===== src/rtl/geo_pkg.sv =====
package geo_pkg;

  localparam int PAT_COUNT = 8;

  typedef enum logic [2:0] {
    ST_IDLE,
    ST_WR_ISSUE,
    ST_WR_WAIT,
    ST_RD_ISSUE,
    ST_RD_WAIT,
    ST_FINISH
  } probe_state_t;

  // Test byte for a given step of the sequence; order matters.
  function automatic logic [7:0] probe_pattern(input logic [2:0] idx);
    logic [7:0] p;
    case (idx)
      3'd0:    p = 8'hF0;
      3'd1:    p = 8'h0F;
      3'd2:    p = 8'hAA;
      3'd3:    p = 8'h55;
      3'd4:    p = 8'hC0;
      3'd5:    p = 8'h30;
      3'd6:    p = 8'h0C;
      default: p = 8'h03;
    endcase
    return p;
  endfunction

endpackage


===== src/rtl/geo_pattern_seq.sv =====
module geo_pattern_seq
  import geo_pkg::*;
#(
  parameter int COUNT = PAT_COUNT,
  localparam int IDX_W = $clog2(COUNT)
) (
  input  logic       clk,
  input  logic       rst_n,
  input  logic       clear,
  input  logic       advance,
  output logic [7:0] pattern,
  output logic       last
);

  logic [IDX_W-1:0] idx_q;
  logic [IDX_W-1:0] idx_d;

  always_comb begin
    idx_d = idx_q;
    if (clear) begin
      idx_d = '0;
    end else if (advance) begin
      idx_d = idx_q + IDX_W'(1);
    end
  end

  always_ff @(posedge clk or negedge rst_n) begin
    if (!rst_n) begin
      idx_q <= '0;
    end else if (clear || advance) begin
      idx_q <= idx_d;
    end
  end

  assign pattern = probe_pattern(3'(idx_q));
  assign last    = (idx_q == IDX_W'(COUNT - 1));

  // the index only ever stays, steps up by one, or returns to the first pattern
  assert_pattern_order_R3: assert property (@(posedge clk) disable iff (!rst_n)
    (idx_q != '0) |-> ((idx_q == $past(idx_q)) || (idx_q == $past(idx_q) + IDX_W'(1))));

endmodule


===== src/rtl/geo_width_walk.sv =====
module geo_width_walk #(
  parameter int MAX_W = 12,
  parameter int MIN_W = 8,
  localparam int W_BITS = $clog2(MAX_W + 1),
  localparam int ADDR_W = 2 * MAX_W
) (
  input  logic              clk,
  input  logic              rst_n,
  input  logic              load,
  input  logic              step,
  output logic [W_BITS-1:0] width,
  output logic              at_floor,
  output logic [ADDR_W-1:0] top_addr
);

  logic [W_BITS-1:0] width_q;
  logic [W_BITS-1:0] width_d;

  always_comb begin
    width_d = width_q;
    if (load) begin
      width_d = W_BITS'(MAX_W);
    end else if (step) begin
      width_d = width_q - W_BITS'(1);
    end
  end

  always_ff @(posedge clk or negedge rst_n) begin
    if (!rst_n) begin
      width_q <= W_BITS'(MAX_W);
    end else if (load || step) begin
      width_q <= width_d;
    end
  end

  assign width    = width_q;
  assign at_floor = (width_q == W_BITS'(MIN_W + 1));

  // Highest address of a width w: the low 2*w bits set.
  for (genvar b = 0; b < ADDR_W; b++) begin : g_top_bit
    assign top_addr[b] = (W_BITS'(b / 2) < width_q);
  end

  // the tried width never leaves the candidate range
  assert_width_range_R1: assert property (@(posedge clk) disable iff (!rst_n)
    (width_q > W_BITS'(MIN_W)) && (width_q <= W_BITS'(MAX_W)));

endmodule


===== src/rtl/geo_capacity.sv =====
module geo_capacity #(
  parameter int MAX_W = 12,
  localparam int W_BITS = $clog2(MAX_W + 1),
  localparam int CAP_W = 2 * MAX_W + 4
) (
  input  logic [W_BITS-1:0] width,
  input  logic              dual_lines,
  input  logic              none_found,
  output logic [CAP_W-1:0]  kb
);

  logic [W_BITS+1:0] shamt;
  logic [CAP_W-1:0]  base;

  always_comb begin
    shamt = {1'b0, width, 1'b0} + (W_BITS + 2)'(2);
    base  = dual_lines ? CAP_W'(2) : CAP_W'(1);
    kb    = none_found ? '0 : (base << shamt);
  end

endmodule


===== src/rtl/geo_probe.sv =====
module geo_probe
  import geo_pkg::*;
#(
  parameter int MAX_W = 12,
  parameter int MIN_W = 8,
  localparam int W_BITS = $clog2(MAX_W + 1),
  localparam int ADDR_W = 2 * MAX_W,
  localparam int CAP_W = 2 * MAX_W + 4
) (
  input  logic              clk,
  input  logic              rst_n,
  input  logic              start,
  input  logic              dual_ras,
  output logic              req_go,
  output logic              req_wr,
  output logic [ADDR_W-1:0] req_addr,
  output logic [7:0]        req_wdata,
  output logic [W_BITS-1:0] addr_width,
  input  logic              seq_done,
  input  logic [7:0]        seq_rdata,
  output logic              busy,
  output logic              done,
  output logic [W_BITS-1:0] det_width,
  output logic              det_fail,
  output logic [CAP_W-1:0]  cap_kb
);

  probe_state_t state_q;
  probe_state_t state_d;

  logic              pat_clear;
  logic              pat_adv;
  logic              pat_last;
  logic [7:0]        pattern;
  logic              w_load;
  logic              w_step;
  logic              w_floor;
  logic [W_BITS-1:0] width;
  logic [ADDR_W-1:0] top_addr;
  logic              res_load;
  logic              res_none;
  logic              rd_match;
  logic              ras_q;
  logic [CAP_W-1:0]  cap_calc;
  logic [W_BITS-1:0] det_width_q;
  logic              det_fail_q;
  logic [CAP_W-1:0]  cap_q;

  geo_pattern_seq #(.COUNT(PAT_COUNT)) u_patterns (
    .clk     (clk),
    .rst_n   (rst_n),
    .clear   (pat_clear),
    .advance (pat_adv),
    .pattern (pattern),
    .last    (pat_last)
  );

  geo_width_walk #(.MAX_W(MAX_W), .MIN_W(MIN_W)) u_widths (
    .clk      (clk),
    .rst_n    (rst_n),
    .load     (w_load),
    .step     (w_step),
    .width    (width),
    .at_floor (w_floor),
    .top_addr (top_addr)
  );

  geo_capacity #(.MAX_W(MAX_W)) u_capacity (
    .width      (width),
    .dual_lines (ras_q),
    .none_found (res_none),
    .kb         (cap_calc)
  );

  assign rd_match = (seq_rdata == pattern);

  // Next-state and control decode
  always_comb begin
    state_d   = state_q;
    pat_clear = 1'b0;
    pat_adv   = 1'b0;
    w_load    = 1'b0;
    w_step    = 1'b0;
    res_load  = 1'b0;
    res_none  = 1'b0;
    case (state_q)
      ST_IDLE: begin
        if (start) begin
          state_d   = ST_WR_ISSUE;
          pat_clear = 1'b1;
          w_load    = 1'b1;
        end
      end
      ST_WR_ISSUE: state_d = ST_WR_WAIT;
      ST_WR_WAIT: begin
        if (seq_done) begin
          state_d = ST_RD_ISSUE;
        end
      end
      ST_RD_ISSUE: state_d = ST_RD_WAIT;
      ST_RD_WAIT: begin
        if (seq_done) begin
          if (rd_match) begin
            if (pat_last) begin
              state_d  = ST_FINISH;
              res_load = 1'b1;
            end else begin
              state_d = ST_WR_ISSUE;
              pat_adv = 1'b1;
            end
          end else begin
            pat_clear = 1'b1;
            if (w_floor) begin
              state_d  = ST_FINISH;
              res_load = 1'b1;
              res_none = 1'b1;
            end else begin
              state_d = ST_WR_ISSUE;
              w_step  = 1'b1;
            end
          end
        end
      end
      ST_FINISH: state_d = ST_IDLE;
      default:   state_d = ST_IDLE;
    endcase
  end

  always_ff @(posedge clk or negedge rst_n) begin
    if (!rst_n) begin
      state_q <= ST_IDLE;
    end else begin
      state_q <= state_d;
    end
  end

  // Line-count option captured on an accepted start
  always_ff @(posedge clk or negedge rst_n) begin
    if (!rst_n) begin
      ras_q <= 1'b0;
    end else if ((state_q == ST_IDLE) && start) begin
      ras_q <= dual_ras;
    end
  end

  // Result registers, written once per probe
  always_ff @(posedge clk or negedge rst_n) begin
    if (!rst_n) begin
      det_width_q <= '0;
      det_fail_q  <= 1'b0;
      cap_q       <= '0;
    end else if (res_load) begin
      det_width_q <= res_none ? W_BITS'(MIN_W) : width;
      det_fail_q  <= res_none;
      cap_q       <= cap_calc;
    end
  end

  assign req_go     = (state_q == ST_WR_ISSUE) || (state_q == ST_RD_ISSUE);
  assign req_wr     = (state_q == ST_WR_ISSUE);
  assign req_addr   = top_addr;
  assign req_wdata  = pattern;
  assign addr_width = width;
  assign busy       = (state_q != ST_IDLE) && (state_q != ST_FINISH);
  assign done       = (state_q == ST_FINISH);
  assign det_width  = det_width_q;
  assign det_fail   = det_fail_q;
  assign cap_kb     = cap_q;

  // a request strobe never repeats on the next cycle
  assert_single_strobe_R7: assert property (@(posedge clk) disable iff (!rst_n)
    req_go |=> !req_go);

  // requests only while a probe runs
  assert_req_in_probe_R7: assert property (@(posedge clk) disable iff (!rst_n)
    req_go |-> busy);

  // completion is a single-cycle pulse
  assert_done_pulse_R9: assert property (@(posedge clk) disable iff (!rst_n)
    done |=> !done);

  // results hold while idle and no start arrives
  assert_hold_results_R8: assert property (@(posedge clk) disable iff (!rst_n)
    (!busy && !start) |=> ($stable(det_width) && $stable(det_fail) && $stable(cap_kb)));

  // a failed probe reports the floor width and no capacity
  assert_fail_report_R6: assert property (@(posedge clk) disable iff (!rst_n)
    (done && det_fail) |-> ((det_width == W_BITS'(MIN_W)) && (cap_kb == '0)));

  // a successful capacity is a power of two
  assert_cap_power_R5: assert property (@(posedge clk) disable iff (!rst_n)
    (done && !det_fail) |-> ($countones(cap_kb) == 1));

endmodule


===== config.mk =====
export PLATFORM = sky130hd
export DESIGN_NAME = geo_probe
export DESIGN_NICKNAME = d
export VERILOG_FILES = /design/src/rtl/geo_pkg.sv /design/src/rtl/geo_pattern_seq.sv /design/src/rtl/geo_width_walk.sv /design/src/rtl/geo_capacity.sv /design/src/rtl/geo_probe.sv
export SDC_FILE = /design/constraint.sdc
export NUM_CORES = 1
export LEC_CHECK = 0
export CORE_UTILIZATION = 60
export DETAILED_ROUTE_END_ITERATION = 8
export DONT_BUFFER_PORTS = 1
export PLACE_DENSITY = 0.73
export RECOVER_POWER = 25
export SETUP_SLACK_MARGIN = 0.3
export SLEW_MARGIN = 15
export SYNTH_ARGS = -nofsm -noshare
export SYNTH_HDL_FRONTEND = slang
export SYNTH_SLANG_ARGS = --single-unit

===== constraint.sdc =====
create_clock -name clk -period 5.1 [get_ports clk]
set_input_delay 0.255 -clock clk [delete_from_list [all_inputs] [get_ports clk]]
set_output_delay 0.255 -clock clk [all_outputs]
set_load 0.1 [all_outputs]

# Word level (Yosys, flattened, before mapping)
# Index checks and enable logic that the tools add are counted.
# totals
regBits	44
input_bits	13
out_inout_bits	73
word_cells	90
# classes
addsub	3
order_cmp	12
eq_ne	18
n_shift	1
mux	36
reduce_logical	13
# ops
operator	n
case mux 8 bit (7 select lines)	1
2-to-1 mux 28 bit	1
<< shifter 28 x 6 -> 28 bit	1
2-to-1 mux 3 bit	8
2-to-1 mux 1 bit	20
== test 3 bit, second input constant	6
less-than comparator 3 x 4 -> 1 bit, first input constant	4
less-than comparator 4 bit, first input constant	4
case mux 3 bit (5 select lines)	1
== test 3 x 2 -> 1 bit, second input constant	4
2-to-1 mux 4 bit	3
== test 8 bit	1
less-than comparator 1 x 4 -> 1 bit, first input constant	2
less-than comparator 2 x 4 -> 1 bit, first input constant	2
adder 5 x 2 -> 6 bit, second input constant	1
== test 3 x 1 -> 1 bit, second input constant	2
logical NOT 3 bit	2
inequality test 2 bit, second input constant	3
== test 4 bit, second input constant	1
AND reduction 2 bit	2
nonzero test 2 bit	2
subtractor 4 x 1 -> 4 bit, second input constant	1
adder 3 x 1 -> 3 bit, second input constant	1
logical OR 1 bit	3
6 further kinds	7

# Logic depth before layout (Yosys ltp)
# depth
ltp_word	8
mapped_depth	11
depth_no_buf	9

# By module
# From an unflattened synthesis, not the netlist that was laid out.
# hier_totals
hier_cells	274
area_unflattened_um2	2867.8
# modules_own_cells
mod	n_inst	cells_per_inst	area_per_inst_um2
geo_probe	1	125	1752.9
geo_width_walk	1	51	444.2
geo_capacity	1	65	379.1
geo_pattern_seq	1	33	291.5

# Worst setup path after synthesis
# No wires, ideal clock.
# synth_timing
kind	reg2out
startpoint	register u_widths.width_q[0], in the netlist u_widths.width[0]
endpoint	output req_addr[3]
t_arrival_ns	4.450
required_ns	4.845
setup_slack_ns	0.395
stages_incl_launch_ff	6
cell_sequence	dfrtp_1 buf_1 inv_1 ha_1 o21ai_0 buf_4
# synth_between
elab_chain_len	1
# synth_rtl
element	line	rtl
start: declaration	geo_width_walk.sv:16	logic [W_BITS-1:0] width_q;
start signal: assignment	geo_width_walk.sv:30	width_q <= W_BITS'(MAX_W);
start signal: assignment	geo_width_walk.sv:32	width_q <= width_d;
less-than comparator 1 x 4 -> 1 bit	n/a	
end: declaration	geo_probe.sv:16	output logic [ADDR_W-1:0] req_addr,
# Every way passes these cells.

# Worst setup path after layout
# layout_timing
startpoint	register u_patterns.idx_q[0]
endpoint	register det_width_q[3], in the netlist det_width[3]
# layout_between
elab_chain_len	7
# layout_rtl
element	line	rtl
start: declaration	geo_pattern_seq.sv:15	logic [IDX_W-1:0] idx_q;
start signal: assignment	geo_pattern_seq.sv:31	idx_q <= idx_d;
== test 3 bit, or another cell as far along	geo_pkg.sv:17	case (idx)
case mux 8 bit (7 select lines) *	geo_pkg.sv:17	
via req_wdata[5]	geo_probe.sv:17	output logic [7:0] req_wdata,
== test 8 bit *	geo_probe.sv:75	assign rd_match = (seq_rdata == pattern);
2-to-1 mux 1 bit	geo_probe.sv:103	if (rd_match) begin
2-to-1 mux 1 bit	geo_probe.sv:102	if (seq_done) begin
2-to-1 mux 1 bit	geo_probe.sv:86	case (state_q)
2-to-1 mux 4 bit	geo_probe.sv:153	det_width_q <= res_none ? W_BITS'(MIN_W) : width;
end signal: assignment	geo_probe.sv:153	
end: declaration	geo_probe.sv:45	logic [W_BITS-1:0] det_width_q;
# The timed path passes the listed nets; every way through them passes the cells marked *.
# A chain may end at the register's enable or synchronous reset.

==> summary.md <==
| Metric | Value |
|---|---|
| Worst path buffer plus inverter count | `2` |
| Max-slew violation count | `45` |
| Total number of nets in the final design | `263` |
| Fin crit period | `3410 ps` |
| CTS Buffer Depth | `2` |
| Cell with the most instances after synthesis | `sky130_fd_sc_hd__dfrtp_1` |
| Fraction of final layout cells sized beyond drive strength 1 | `20.2%` |
| Core area | `0.00406 mm2` |
| Detailed-placement wirelength estimate | `3.74 mm` |
| Mapped Cells | `255` |
| TritonCTS clock tree | `yes` |
| H-tree depth | `2` |
| Site Rows | `23` |
| Ordered list of cells on the worst path | `inv_1 > ha_1 > nor2_1 > nand2_1 > and3b_1 > buf_4 > o2111a_1 > and3_4 > o21ai_4 > mux2_2` |
| Resized cells post-CTS | `0` |
| Violated checks | `max-capacitance violations, max-slew violations` |
| FFs w/ async S/R, synth | `100%` |
| Number of DRC markers in iteration 0 | `100` |
| Post-synthesis instance area | `0.00258 mm2` |
| Pre-CTS setup slack | `1710 ps` |
| Count of cell types in the netlist | `55` |
| Peak supply drop | `0.429 mV` |
| Vias in the first global route | `1,711` |
| Max Cap Viol | `1` |
| Endpoint class of the critical path | `register` |
| All-Layer GR Usage | `24.6%` |
| Port Buf Inserts | `0` |
| Class of the worst hold path | `in -> reg` |
| IO Count | `86` |
| Number of CTS-inserted buffers | `5` |
| Starting utilization of the core area | `63.5%` |
| Max Clk Rate | `0.294 GHz` |
| Wire length of the first global-routing pass | `8.25 mm` |
| Leakage power summed over all cells | `1.17 nW` |
| Number of fill cells | `324` |
| Net Sw Frac | `56.4%` |
| Pin slew with the least headroom to its limit | `2240 ps` |
| Crit path max-delay cell type | `sky130_fd_sc_hd__o21ai_4` |
| Total die area | `0.00456 mm2` |
| Required arrival time at the worst endpoint | `5290 ps` |
| Startpoint-to-endpoint class of the critical path | `reg -> reg` |
| Final hold violation count | `0` |
| Number of warning messages in the yosys log | `0` |
| Setup-violating endpoint count in the final report | `0` |
| N_diodes | `0` |
| FF/Latch Area | `0.00111 mm2` |
| # clock sinks | `44` |
| Yosys top cell area share | `40.8%` |
| DRC | `0` |
| Cell type group with the largest total delay on the critical path | `compound AO/OA/AOI/OAI gates` |
| Count of flip-flops with a built-in enable after synthesis | `0` |
| Final RePlAce weighted congestion | `0.834` |
| Insertion delay of the later-clocked pin in the worst-skew pair | `300 ps` |
| Height of the die | `67.5 um` |
| Maximum number of pins on one net before global-route repair | `45` |
| Commonest cells post-synth | `sky130_fd_sc_hd__dfrtp_1 (42), sky130_fd_sc_hd__nand2_1 (25), sky130_fd_sc_hd__nor2_1 (23)` |
| Antenna violations before repair | `0` |
| Wire length reported by the detailed router | `5.30 mm` |
| Portion of total power attributed to combinational logic | `48.9%` |
| Clock Skews | `9.49 ps` |
| Cell Int Power | `0.000643 W` |
| Net switching component of the power | `0.000833 W` |
| Worst Hold Path Cells | `1` |
| Worst path arrival time | `3600 ps` |
| Final Worst Setup Slack | `1690 ps` |
| Synth area leader | `sky130_fd_sc_hd__dfrtp_1` |
| Fraction of power consumed by the clock network | `17.8%` |
| Layout Cell Area excl Fill | `0.00266 mm2` |
| Power Total | `0.00148 W` |
| Number of antenna-violating nets in the routed design | `0` |
| Proportion of synthesized chip area in sequential cells | `42.8%` |
| Wire length per cell | `18.1 um` |
| Startpoint Class | `register` |
| Clock-pin slew on the worst setup and hold paths | `80 ps` |
| Total congestion overflow after global routing | `0` |
| Power share of the sequential group | `33.4%` |
| Result of the run | `complete, but fails checks` |
| Critical path fanouts, max | `32` |
| Total via count after detailed routing | `1,873` |
| Setup TNS | `0 ps` |
| Leading cell types by total area after synthesis | `sky130_fd_sc_hd__dfrtp_1 (41%), sky130_fd_sc_hd__a32o_1 (7.0%), sky130_fd_sc_hd__ha_1 (3.9%)` |
| Number of cells on the worst reg-to-reg path | `10` |
| Placed cell area | `0.00254 mm2` |
| Flip-flop cell with the highest count after synthesis | `sky130_fd_sc_hd__dfrtp_1` |
| First-pass iteration count of the detailed router | `4` |
| Register bit count reported by yosys | `44` |
| Width of the die | `67.5 um` |
| Setup repair after global routing missed its margin | `false` |
| Share of the clock period used by the worst path after layout | `66.8%` |
| Net count of the mapped netlist | `276` |
| Area taken by multi-input logic gates | `0.00129 mm2` |
| Average size of a mapped cell | `10.1 um2` |
| Clock tree root buffer cell | `sky130_fd_sc_hd__clkbuf_8` |
| Number of vias per cell after detailed routing | `6.39` |
| Worst path max stage delay | `650 ps` |
| Total power divided by cell area | `555 mW/mm2` |
| Signed area change from the synthesized netlist to the final layout | `3.20%` |
| Crit. path cell count | `10` |
| Remaining max-slew budget at the tightest pin | `-49.6%` |
-- power by group through the flow --
| stage | registers, W | clock network, W | logic, W |
|---|---|---|---|
| after global placement | 0.000498 | 0 | 0.000711 |
| after detailed placement | 0.000499 | 0 | 0.000713 |
| after floorplan | 0.000514 | 0 | 0.000626 |
| after CTS | 0.000492 | 0.000263 | 0.000724 |
| final | 0.000492 | 0.000262 | 0.000721 |
| after global routing | 0.000502 | 0.000278 | 0.000757 |
-- layout make-up --
type | count | area share [%]
Clock buffer | 6 | 2.73
Sequential cell | 44 | 41.6
Multi-Input combinational cell | 173 | 48.5
Clock inverter | 2 | 1.32
Tap cell | 50 | 2.35
Inverter | 11 | 1.55
Timing Repair Buffer | 7 | 1.93
-- cells in the final DEF, fill, tap and decap left out, types with 2 or more instances in the layout --
cell type | netlist | layout
sky130_fd_sc_hd__and3_1 | 2 | 2
sky130_fd_sc_hd__clkbuf_8 | 0 | 5
sky130_fd_sc_hd__nor2_1 | 23 | 22
sky130_fd_sc_hd__ha_1 | 8 | 8
sky130_fd_sc_hd__o22ai_1 | 4 | 4
sky130_fd_sc_hd__buf_4 | 13 | 5
sky130_fd_sc_hd__a22o_1 | 2 | 2
sky130_fd_sc_hd__or3_1 | 3 | 2
sky130_fd_sc_hd__nor3_1 | 3 | 3
sky130_fd_sc_hd__o2bb2ai_1 | 6 | 6
sky130_fd_sc_hd__inv_1 | 11 | 10
sky130_fd_sc_hd__o21ai_0 | 6 | 3
sky130_fd_sc_hd__nand2_1 | 25 | 24
sky130_fd_sc_hd__o21ai_2 | 0 | 2
sky130_fd_sc_hd__nand4_1 | 2 | 2
sky130_fd_sc_hd__or2_2 | 2 | 2
sky130_fd_sc_hd__and2_1 | 7 | 6
sky130_fd_sc_hd__and4_1 | 2 | 2
sky130_fd_sc_hd__nor2b_4 | 0 | 2
sky130_fd_sc_hd__o21ai_4 | 1 | 2
sky130_fd_sc_hd__mux2i_1 | 3 | 3
sky130_fd_sc_hd__clkbuf_1 | 6 | 2
sky130_fd_sc_hd__a21oi_1 | 5 | 4
sky130_fd_sc_hd__nand2b_1 | 3 | 2
sky130_fd_sc_hd__a21o_2 | 0 | 2
sky130_fd_sc_hd__dfrtp_1 | 42 | 42
sky130_fd_sc_hd__a22o_2 | 5 | 5
sky130_fd_sc_hd__a32o_1 | 18 | 18
sky130_fd_sc_hd__mux2_2 | 2 | 2
sky130_fd_sc_hd__nor2b_1 | 8 | 5
sky130_fd_sc_hd__xnor2_1 | 7 | 7
-- worst reg2reg max path: cells and delay by family (launching register included) --
kind                     cells  cell delay, ps
multiplexers                 1             410
AO/OA/AOI/OAI                2            1020
adder cells (fa/ha/maj)      1             300
AND/OR/NAND/NOR              4             740
flip-flops                   1             470
buffers and inverters        2             350
-- routing by layer --
layer / part of all wire [%] / track usage (%)
met5: 0 / 0
met4: 1.3 / 6.65
met3: 8.6 / 7.43
met2: 45 / 35.0
met1: 45 / 35.9
-- stage by stage --
stage / hold WS, ps / cells / util [%]
2_1_floorplan: -40.6 / 255 / -
3_3_place_gp: -39.2 / 283 / 62.6
3_5_place_dp: -39.1 / 283 / 62.6
4_1_cts: 110 / 293 / 66.0
5_1_grt: 97.0 / 293 / 65.6
6_report: 109 / 293 / 65.6
-- what timing repair did --
item | 4_1_cts | 5_1_grt
hold buffers | 2 | 0
hold endpoints to repair | 44 | 0
setup buffers | 0 | 0
-- final timing paths --
kind	startpoint	slack, ps	to
worst max-delay path	u_patterns.idx_q[0]	1690	det_width[3]
worst min-delay path	dual_ras	110	ras_q
worst max register to register	u_patterns.idx_q[0]	1690	det_width[3]
worst min register to register	state_q[0]	570	state_q[0]
max in group asynchronous	rst_n	2660	det_width[0]
min in group asynchronous	rst_n	1160	u_patterns.idx_q[1]
-- flip-flops by register name (all words and copies together), names as in the netlist --
name	count
det_width	4
ras_q	1
u_widths.width	4
u_patterns.idx_q	3
cap_kb	28
state_q	3
det_fail	1
-- cell families after synthesis --
family	Yosys count	share of synthesized area [%]
xor+xnor	8	2.72
fa+ha+maj	8	3.88
flops	44	42.8
compound gates	62	20.5
mux	6	2.62
simple gates	89	18.3
buf+inv	38	9.22
(Power assumes the default switching activity.)
